[src/rtl/ahb_rdec_pkg.sv]
package ahb_rdec_pkg;
  typedef enum logic [1:0] {
    RESP_OKAY  = 2'b00,
    RESP_ERROR = 2'b01,
    RESP_RETRY = 2'b10,
    RESP_SPLIT = 2'b11
  } resp_e;

  localparam logic [1:0] TR_IDLE   = 2'b00;
  localparam logic [1:0] TR_BUSY   = 2'b01;
  localparam logic [1:0] TR_NONSEQ = 2'b10;
  localparam logic [1:0] TR_SEQ    = 2'b11;

  localparam int unsigned PAGE_LSB = 10;
endpackage

[src/rtl/rdec_region_match.sv]
module rdec_region_match
  import ahb_rdec_pkg::*;
#(
  parameter int unsigned N_SLV = 4,
  parameter int unsigned AW    = 32,
  parameter int unsigned PW    = AW - PAGE_LSB,
  parameter int unsigned IW    = (N_SLV > 1) ? $clog2(N_SLV) : 1,
  parameter logic [N_SLV*PW-1:0] BASE = '0,
  parameter logic [N_SLV*PW-1:0] MASK = '1
) (
  input  logic [AW-1:0]    addr_i,
  output logic [N_SLV-1:0] hit_o,
  output logic             any_o,
  output logic [IW-1:0]    idx_o
);
  logic [N_SLV-1:0] raw;
  logic [PW-1:0]    page;

  assign page = addr_i[AW-1:PAGE_LSB];

  for (genvar g = 0; g < N_SLV; g++) begin : g_cmp
    assign raw[g] = ((page & MASK[g*PW +: PW]) == BASE[g*PW +: PW]);
  end

  // lowest index wins on overlap
  assign hit_o = raw & (~raw + N_SLV'(1));
  assign any_o = |raw;

  always_comb begin
    idx_o = '0;
    for (int i = N_SLV - 1; i >= 0; i--) begin
      if (raw[i]) idx_o = IW'(i);
    end
  end
endmodule

[src/rtl/rdec_dphase_sel.sv]
module rdec_dphase_sel #(
  parameter int unsigned IW = 2
) (
  input  logic          clk_i,
  input  logic          rst_ni,
  input  logic          hready_i,
  input  logic          any_i,
  input  logic [IW-1:0] idx_i,
  output logic          dflt_q_o,
  output logic [IW-1:0] idx_q_o
);
  always_ff @(posedge clk_i or negedge rst_ni) begin
    if (!rst_ni) begin
      dflt_q_o <= 1'b1;
      idx_q_o  <= '0;
    end else if (hready_i) begin
      dflt_q_o <= ~any_i;
      idx_q_o  <= idx_i;
    end
  end

  a_r3_hold_on_stall: assert property (@(posedge clk_i) disable iff (!rst_ni)
    !hready_i |=> ($stable(dflt_q_o) && $stable(idx_q_o)));
endmodule

[src/rtl/rdec_default_slave.sv]
module rdec_default_slave
  import ahb_rdec_pkg::*;
(
  input  logic       clk_i,
  input  logic       rst_ni,
  input  logic       hready_i,
  input  logic       any_i,
  input  logic [1:0] htrans_i,
  output logic       ready_o,
  output logic [1:0] resp_o
);
  typedef enum logic [1:0] {DS_OK, DS_ERR_A, DS_ERR_B} ds_e;
  ds_e st_q, st_d;

  always_comb begin
    st_d = st_q;
    if (st_q == DS_ERR_A) st_d = DS_ERR_B;
    else if (hready_i) st_d = (!any_i && htrans_i[1]) ? DS_ERR_A : DS_OK;
  end

  always_ff @(posedge clk_i or negedge rst_ni) begin
    if (!rst_ni) st_q <= DS_OK;
    else         st_q <= st_d;
  end

  assign ready_o = (st_q != DS_ERR_A);
  assign resp_o  = (st_q == DS_OK) ? RESP_OKAY : RESP_ERROR;

  a_r5_err_second: assert property (@(posedge clk_i) disable iff (!rst_ni)
    (!ready_o) |=> (ready_o && resp_o == RESP_ERROR));
endmodule

[src/rtl/rdec_resp_mux.sv]
module rdec_resp_mux #(
  parameter int unsigned N_SLV = 4,
  parameter int unsigned DW    = 32,
  parameter int unsigned IW    = 2
) (
  input  logic                dflt_i,
  input  logic [IW-1:0]       idx_i,
  input  logic [N_SLV*DW-1:0] slv_rdata_i,
  input  logic [N_SLV-1:0]    slv_ready_i,
  input  logic [N_SLV*2-1:0]  slv_resp_i,
  input  logic                ds_ready_i,
  input  logic [1:0]          ds_resp_i,
  output logic [DW-1:0]       rdata_o,
  output logic                ready_o,
  output logic [1:0]          resp_o
);
  logic [DW-1:0] rd_arr [N_SLV];
  logic [1:0]    rs_arr [N_SLV];

  for (genvar g = 0; g < N_SLV; g++) begin : g_unpack
    assign rd_arr[g] = slv_rdata_i[g*DW +: DW];
    assign rs_arr[g] = slv_resp_i[g*2 +: 2];
  end

  always_comb begin
    if (dflt_i) begin
      rdata_o = '0;
      ready_o = ds_ready_i;
      resp_o  = ds_resp_i;
    end else begin
      rdata_o = rd_arr[idx_i];
      ready_o = slv_ready_i[idx_i];
      resp_o  = rs_arr[idx_i];
    end
  end
endmodule

[src/rtl/ahb_region_decode.sv]
module ahb_region_decode
  import ahb_rdec_pkg::*;
#(
  parameter int unsigned N_SLV = 4,
  parameter int unsigned AW    = 32,
  parameter int unsigned DW    = 32,
  parameter logic [N_SLV*(AW-10)-1:0] REGION_BASE =
    {22'h000040, 22'h000008, 22'h000004, 22'h000000},
  parameter logic [N_SLV*(AW-10)-1:0] REGION_MASK =
    {22'h3FFFFF, 22'h3FFFFC, 22'h3FFFFC, 22'h3FFFFC}
) (
  input  logic                clk_i,
  input  logic                rst_ni,
  input  logic [AW-1:0]       haddr_i,
  input  logic [1:0]          htrans_i,
  input  logic                hready_i,
  input  logic [N_SLV*DW-1:0] slv_rdata_i,
  input  logic [N_SLV-1:0]    slv_ready_i,
  input  logic [N_SLV*2-1:0]  slv_resp_i,
  output logic [N_SLV-1:0]    hsel_o,
  output logic [DW-1:0]       hrdata_o,
  output logic                hready_o,
  output logic [1:0]          hresp_o
);
  localparam int unsigned PW = AW - PAGE_LSB;
  localparam int unsigned IW = (N_SLV > 1) ? $clog2(N_SLV) : 1;

  logic          any_hit;
  logic [IW-1:0] hit_idx;
  logic          dflt_q;
  logic [IW-1:0] idx_q;
  logic          ds_ready;
  logic [1:0]    ds_resp;

  rdec_region_match #(
    .N_SLV(N_SLV), .AW(AW), .PW(PW), .IW(IW),
    .BASE(REGION_BASE), .MASK(REGION_MASK)
  ) u_match (
    .addr_i(haddr_i), .hit_o(hsel_o), .any_o(any_hit), .idx_o(hit_idx)
  );

  rdec_dphase_sel #(.IW(IW)) u_sel (
    .clk_i(clk_i), .rst_ni(rst_ni), .hready_i(hready_i),
    .any_i(any_hit), .idx_i(hit_idx), .dflt_q_o(dflt_q), .idx_q_o(idx_q)
  );

  rdec_default_slave u_dflt (
    .clk_i(clk_i), .rst_ni(rst_ni), .hready_i(hready_i), .any_i(any_hit),
    .htrans_i(htrans_i), .ready_o(ds_ready), .resp_o(ds_resp)
  );

  rdec_resp_mux #(.N_SLV(N_SLV), .DW(DW), .IW(IW)) u_mux (
    .dflt_i(dflt_q), .idx_i(idx_q), .slv_rdata_i(slv_rdata_i),
    .slv_ready_i(slv_ready_i), .slv_resp_i(slv_resp_i),
    .ds_ready_i(ds_ready), .ds_resp_i(ds_resp),
    .rdata_o(hrdata_o), .ready_o(hready_o), .resp_o(hresp_o)
  );

  always_comb begin
    a_r1_sel_onehot0: assert ($onehot0(hsel_o));
  end

  a_r5_err_first: assert property (@(posedge clk_i) disable iff (!rst_ni)
    (hready_i && hsel_o == '0 && htrans_i[1])
      |=> (!hready_o && hresp_o == RESP_ERROR && hrdata_o == '0));

  a_r6_idle_okay: assert property (@(posedge clk_i) disable iff (!rst_ni)
    (hready_i && hsel_o == '0 && !htrans_i[1])
      |=> (hready_o && hresp_o == RESP_OKAY));

  a_r4_slave_pass: assert property (@(posedge clk_i) disable iff (!rst_ni)
    (hready_i && hsel_o != '0) |=> (hresp_o != RESP_ERROR || hready_o || slv_ready_i != '1));
endmodule

[config.mk]
export PLATFORM = sky130hd
export DESIGN_NAME = ahb_region_decode
export DESIGN_NICKNAME = d
export VERILOG_FILES = /design/src/rtl/ahb_rdec_pkg.sv /design/src/rtl/rdec_region_match.sv /design/src/rtl/rdec_dphase_sel.sv /design/src/rtl/rdec_default_slave.sv /design/src/rtl/rdec_resp_mux.sv /design/src/rtl/ahb_region_decode.sv
export SDC_FILE = /design/constraint.sdc
export NUM_CORES = 1
export LEC_CHECK = 0
export ABC_AREA = 1
export BUFFER_PORTS_ARGS = -buffer_cell sky130_fd_sc_hd__buf_2
export CAP_MARGIN = 20
export CORE_AREA = 2 2 85 87
export CTS_BUF_LIST = sky130_fd_sc_hd__clkbuf_4
export DETAILED_ROUTE_END_ITERATION = 12
export DIE_AREA = 0 0 87 89
export PLACE_DENSITY = 0.65
export SETUP_SLACK_MARGIN = 0.4
export SYNTH_ARGS = -nofsm -noshare
export SYNTH_HDL_FRONTEND = slang
export SYNTH_SLANG_ARGS = --single-unit
[constraint.sdc]
create_clock -name clk_i -period 2.85 [get_ports clk_i]
set_clock_uncertainty 0.2 [all_clocks]
set_input_delay 0.57 -clock clk_i [delete_from_list [all_inputs] [get_ports clk_i]]
set_output_delay 0.57 -clock clk_i [all_outputs]
set_load 0.1 [all_outputs]
# Word level (Yosys, flattened, before mapping)
# Index checks and enable logic that the tools add are counted.
dict set report word_totals {
  elab_cells 40
  output_inout_bits 39
  in_bits 177
  ff_bits 5
}
dict set report op_classes {
  n_addsub 1
  n_eq_ne 5
  n_mux 19
  reduce_logical 6
  bitwise_logic 4
  n_lt_le_gt_ge 2
}
# cell count
set ops {}
lappend ops {{32-bit 2-to-1 mux} 3}
lappend ops {{32-bit binary-select mux with 2-bit select} 1}
lappend ops {{22-bit by 7-bit equality test with 1-bit output (second input constant)} 1}
lappend ops {{22-bit logical NOT} 1}
lappend ops {{20-bit by 1-bit equality test with 1-bit output (second input constant)} 1}
lappend ops {{20-bit by 2-bit equality test with 1-bit output (second input constant)} 1}
lappend ops {{2-bit 2-to-1 mux} 9}
lappend ops {{4-bit by 1-bit adder with 4-bit output (second input constant)} 1}
lappend ops {{4-bit AND} 1}
lappend ops {{2-bit binary-select mux with 2-bit select} 1}
lappend ops {{1-bit 2-to-1 mux} 4}
lappend ops {{4-bit inverter} 1}
lappend ops {{4-bit OR reduction} 1}
lappend ops {{3-bit greater-or-equal comparator (second input constant)} 1}
lappend ops {{2-bit by 3-bit < comparator with 1-bit output (second input constant)} 1}
lappend ops {{2-bit inverter with 3-bit output} 1}
lappend ops {{1-bit binary-select mux with 2-bit select} 1}
lappend ops {{2-bit by 1-bit equality test with 1-bit output (second input constant)} 1}
lappend ops {{2-bit logical NOT} 1}
lappend ops {{2-bit by 1-bit inequality test with 1-bit output (second input constant)} 1}
lappend ops {{2-bit nonzero test} 1}
lappend ops {{1-bit logical AND} 1}
lappend ops {{1-bit logical NOT} 1}
lappend ops {{1-bit inverter} 1}

# Depth between registers and ports, before layout
dict set report logic_depth {
  word_depth 7
  depth_mapped 9
  mapped_depth_nobuf 9
}

# By module
# A second synthesis with hierarchy kept.
dict set report hier_totals {
  cells_unflattened 471
  hier_area_um2 2139.6
}
# mod cells_per_inst area_each_um2 n_inst seq_area_each_um2
set by_module_without_submodules {}
lappend by_module_without_submodules {rdec_resp_mux 391 1664.1 1 0.0}
lappend by_module_without_submodules {rdec_region_match 51 250.2 1 0.0}
lappend by_module_without_submodules {rdec_dphase_sel 14 117.6 1 76.3}
lappend by_module_without_submodules {rdec_default_slave 15 107.6 1 50.0}

# Worst setup path after synthesis
# OpenSTA, ideal clock, no wires.
dict set report synth_timing {
  path_type {input-to-output}
  start {input port haddr_i[25]}
  end {output port hsel_o[1]}
  t_required_ns 2.080
  arrival_ns 3.807
  stages 5
  path_buffers 0
  path_slack_ns -1.727
  path_cell_list {nor2_1 -> nand2_1 -> nor2_4 -> nand2_1 -> nor4_1}
}
dict set report synth_between {
  elab_chain_len 4
  elab_cells_between_ends 5
  classes_between {add/sub (1); eq/ne (1); bitwise (2); reduce/logical (1)}
}
# item line
set synth_rtl {}
lappend synth_rtl {{from (decl)} ahb_region_decode.sv:14} ;# input logic [AW-1:0] haddr_i,
lappend synth_rtl {{20-bit by 1-bit equality test with 1-bit output or 22-bit logical NOT (tied branches)} rdec_region_match.sv:22} ;# assign raw[g] = ((page & MASK[g*PW +: PW]) == BASE[g*PW +: PW]);
lappend synth_rtl {{4-bit inverter} rdec_region_match.sv:26} ;# assign hit_o = raw & (~raw + N_SLV'(1));
lappend synth_rtl {{4-bit by 1-bit adder with 4-bit output} rdec_region_match.sv:26}
lappend synth_rtl {{4-bit AND (*)} rdec_region_match.sv:26}
lappend synth_rtl {{to (decl)} ahb_region_decode.sv:20} ;# output logic [N_SLV-1:0] hsel_o,
# Every way passes the cells marked *; elsewhere a longest branch is shown, timed or not.

# Worst setup path in the final report
dict set report layout_timing {
  start {register u_sel.idx_q_o[0]}
  end {output port hrdata_o[28]}
}
dict set report layout_between {
  elab_chain_len 5
}
# item line
set layout_rtl {}
lappend layout_rtl {{from (decl)} rdec_dphase_sel.sv:10} ;# output logic [IW-1:0] idx_q_o
lappend layout_rtl {{from (signal assigned)} rdec_dphase_sel.sv:18} ;# idx_q_o <= idx_i;
lappend layout_rtl {{2-bit inverter with 3-bit output (implied by the code)} rdec_resp_mux.sv:31} ;# rdata_o = rd_arr[idx_i];
lappend layout_rtl {{32-bit binary-select mux with 2-bit select} rdec_resp_mux.sv:31}
lappend layout_rtl {{32-bit 2-to-1 mux (implied by the code) (2 in series)} rdec_resp_mux.sv:31}
lappend layout_rtl {{32-bit 2-to-1 mux} rdec_resp_mux.sv:26} ;# if (dflt_i) begin
lappend layout_rtl {{to (decl)} ahb_region_decode.sv:21} ;# output logic [DW-1:0] hrdata_o,
# No other way between the ends. The select of a mux whose other input is x is not followed.

==> summary.md <==
| Metric | Value |
|---|---|
| Port bufs | 204 |
| Core footprint | roughly 6700 µm² |
| Filler Cell Count | about 650 |
| Min cycle time layout | 2.394 ns |
| Post-synth ARST share | 1.000 |
| Worst slack, placed | 0.2820 ns |
| Antenna-violating nets left | 0 |
| Final hold vios | 0 |
| Syn Nets | 529 |
| Via/cell ratio | between 4 and 5 |
| Max FO, Critical Path | 35 |
| Setup tns final | 0 ns |
| Worst-path clk slew | 0.04 ns |
| CTS Root Cell | clkbuf_4 |
| Area Growth Syn to Fin | 127.0% |
| Ant diodes | 0 |
| GRT Total Usage | 0.1971 |
| Vias in the first global route | 2,658 |
| TritonCTS clock tree | yes |
| Cell area after synthesis | 1665 µm² |
| Leak | 1.756 nW |
| Tcrit/Tclk final | 0.8400 |
| Critical path cell sequence | clkinv_2 -> buf_12 -> o21ai_0 -> a21oi_4 -> buf_12 |
| CP required | 2.08 ns |
| Max clock buf depth | 2 |
| Number of distinct library cells after synthesis | 26 |
| Synthesis-stage register bit count | 5 |
| EDFF count, synth | 0 |
| Nets | approximately 720 |
| Post-synth top cells | 154 x nor2_1, 42 x o21ai_0, 33 x a21oi_1, 33 x o21ai_1, 18 x nand2_1 |
| Crit path largest cell delay | ~0.42 ns |
| Total grt overflow | 0 |
| Most repeated library cell on the critical path | buf_12 |
| Clk_lat worst skew | 0.24 ns |
| Rows | 30 |
| Post-DP HPWL | 6866 µm |
| DRT Pass-1 Iters | 4 |
| Initial DRC Count | 77 |
| Register Area | ~130 µm² |
| Via Count | between 3,000 and 4,000 |
| WHS | 0.3243 ns |
| Slew headroom | 0.7320 |
| Slew @ Worst Pin | 0.4019 ns |
| Htree depth | 1 |
| Critical path arrival | 1.62 ns |
| Initial Util | 0.2479 |
| CTS Buf Count | 3 |
| Chip Width | just under 90 µm |
| Final setup margin | approximately 0.46 ns |
| Max stage delay cell, worst path | dfrtp_2 |
| # DRC | 0 |
| Main synth FF type | dfrtp_1 |
| Post-Synthesis Cells | 352 |
| Unrepaired setup endpoints after global routing | yes |
| Final Max Tran Viols | 0 |
| Average cell area after synthesis | ~4.7 µm² |
| Synth top area cells | nor2_1 35%, o21ai_0 13%, a21oi_1 9.9% |
| Top Ports | 216 |
| WP buf/inv | 3 |
| Routed wire length | between 8000 and 9000 µm |
| Die Span Y | 89 µm |
| Number of setup buffers added after CTS | 0 |
| Synth area leader | nor2_1 |
| Critical path endpoint category | output port |
| HP Class | register to register |
| Die area | between 7000 and 8000 µm² |
| Final setup vio count | 0 |
| CTS Sinks | 5 |
| Status | complete, no violations |
| Most frequent cell after synthesis | nor2_1 |
| PwrDens | 211.5 nW/µm² |
| Reg2Reg Setup Slack | 1.66 ns |
| First-pass GRT wire length | around 12,000 µm |
| Multi-input combinational cell area | ~1800 µm² |
| Critical path type | register to output port |
| Fmax | approximately 420 MHz |
| Initial antenna violation count | 0 |
| RD Place Congestion | ~0.81 |
| Drt wl/cell | 13.39 µm |
| Max-cap violations | 0 |
| Largest net degree at the start of global routing | 42 |
| Layout cells sized above 1 | 0.5018 |
| Top delay family on crit path | buffers and inverters |
| Post-synth top area share | 0.3471 |
| CP Launch Type | register |
| Sequential area share after synthesis | 0.07588 |
| Worst VDD drop | just over 90 µV |
| YS warnings | 0 |
metrics by stage:
step                      instance area, µm²  std cells    util  total power, mW
final                                   3781        624  0.5628           0.7997
after global routing                    3781        624  0.5628           0.8385
after CTS                               3731        624  0.5553           0.8036
after detailed placement                3660        619  0.5447           0.7060
after global placement                  3660        619  0.5447           0.6992
after floorplan                         2082        352       -           0.4417
layer usage:
metal | global-route usage | share of wire | wire length (µm) | vias to the layer above
met5 | 0 | 0 | 0 | -
met2 | 0.3754 | 0.51 | 4295 | 137
met3 | 0.02585 | 0.077 | 644 | 12
li1 | - | - | - | 1525
met4 | 0.04545 | 0.017 | 144 | 0
met1 | 0.2333 | 0.39 | 3271 | 1327
cell usage in the layout (no fill, tap or decap), types with 2 or more instances in the layout:
| cell type | netlist | routed |
|---|---|---|
| inv_1 | 13 | 13 |
| dfrtp_2 | 0 | 2 |
| dfrtp_1 | 4 | 2 |
| nand2_1 | 18 | 18 |
| nand3_1 | 7 | 7 |
| buf_12 | 0 | 37 |
| o21ai_0 | 42 | 26 |
| buf_2 | 9 | 165 |
| o21ai_2 | 1 | 2 |
| buf_6 | 0 | 5 |
| clkbuf_4 | 0 | 4 |
| nor2_1 | 154 | 153 |
| nand2_2 | 2 | 2 |
| buf_4 | 5 | 4 |
| inv_2 | 3 | 2 |
| nor2_2 | 6 | 7 |
| o21ai_1 | 33 | 47 |
| a21oi_4 | 0 | 33 |
| buf_8 | 0 | 2 |
cell type report:
class,count,share of cell area
flip-flops and latches,5,0.03508
clock buffers,4,0.007942
inverters,17,0.01787
well taps,80,0.02647
repair buffers,214,0.4477
multi-input cells,304,0.4649
logic make-up (layout without fill, tap and decap cells):
family,after synthesis,in the layout,share of synthesized area
and+or+nand+nor,193,193,0.4666
AOI/OAI and AO/OA,111,111,0.3373
buffers and inverters,43,235,0.1202
DFF,5,5,0.07589
registers in the layout (all words and copies together) (netlist names):
name / count
u_dflt.st_q: 2
u_sel.idx_q_o: 2
u_sel.dflt_q_o: 1
where the power goes:
group	switching [mW]	total, mW	internal [mW]
Combinational	0.379	0.627	0.248
Clock	0.0295	0.0920	0.0624
Sequential	0.00331	0.0808	0.0775
tightest hold or removal path, delay by kind of cell (launching register included):
family / cells / cell delay [ns]
and+or+nand+nor: 2 / 0.12
DFF: 1 / 0.37
what timing repair did:
item                                    CTS  global route
hold endpoints to repair                  4             0
hold buffers                              1             0
endpoints found under the setup margin   38            35
gates resized for setup                  11            29
worst paths after layout:
| path | to | from | cells past startpoint |
|---|---|---|---|
| worst max register to register | u_sel.idx_q_o[0]$_DFFE_PN0P_ | u_sel.idx_q_o[0]$_DFFE_PN0P_ | 3 |
| min in group asynchronous | u_dflt.st_q[1]$_DFFE_PN0P_ | rst_ni | 2 |
| worst max-delay path | hrdata_o[28] | u_sel.idx_q_o[0]$_DFFE_PN0P_ | 5 |
| max in group asynchronous | u_sel.dflt_q_o$_DFFE_PN1P_ | rst_ni | 2 |
| worst min-delay path | u_dflt.st_q[0]$_DFFE_PN0P_ | u_dflt.st_q[0]$_DFFE_PN0P_ | 2 |
| worst min register to register | u_dflt.st_q[0]$_DFFE_PN0P_ | u_dflt.st_q[0]$_DFFE_PN0P_ | 2 |
Note: power is estimated with default switching activity, not from simulation.
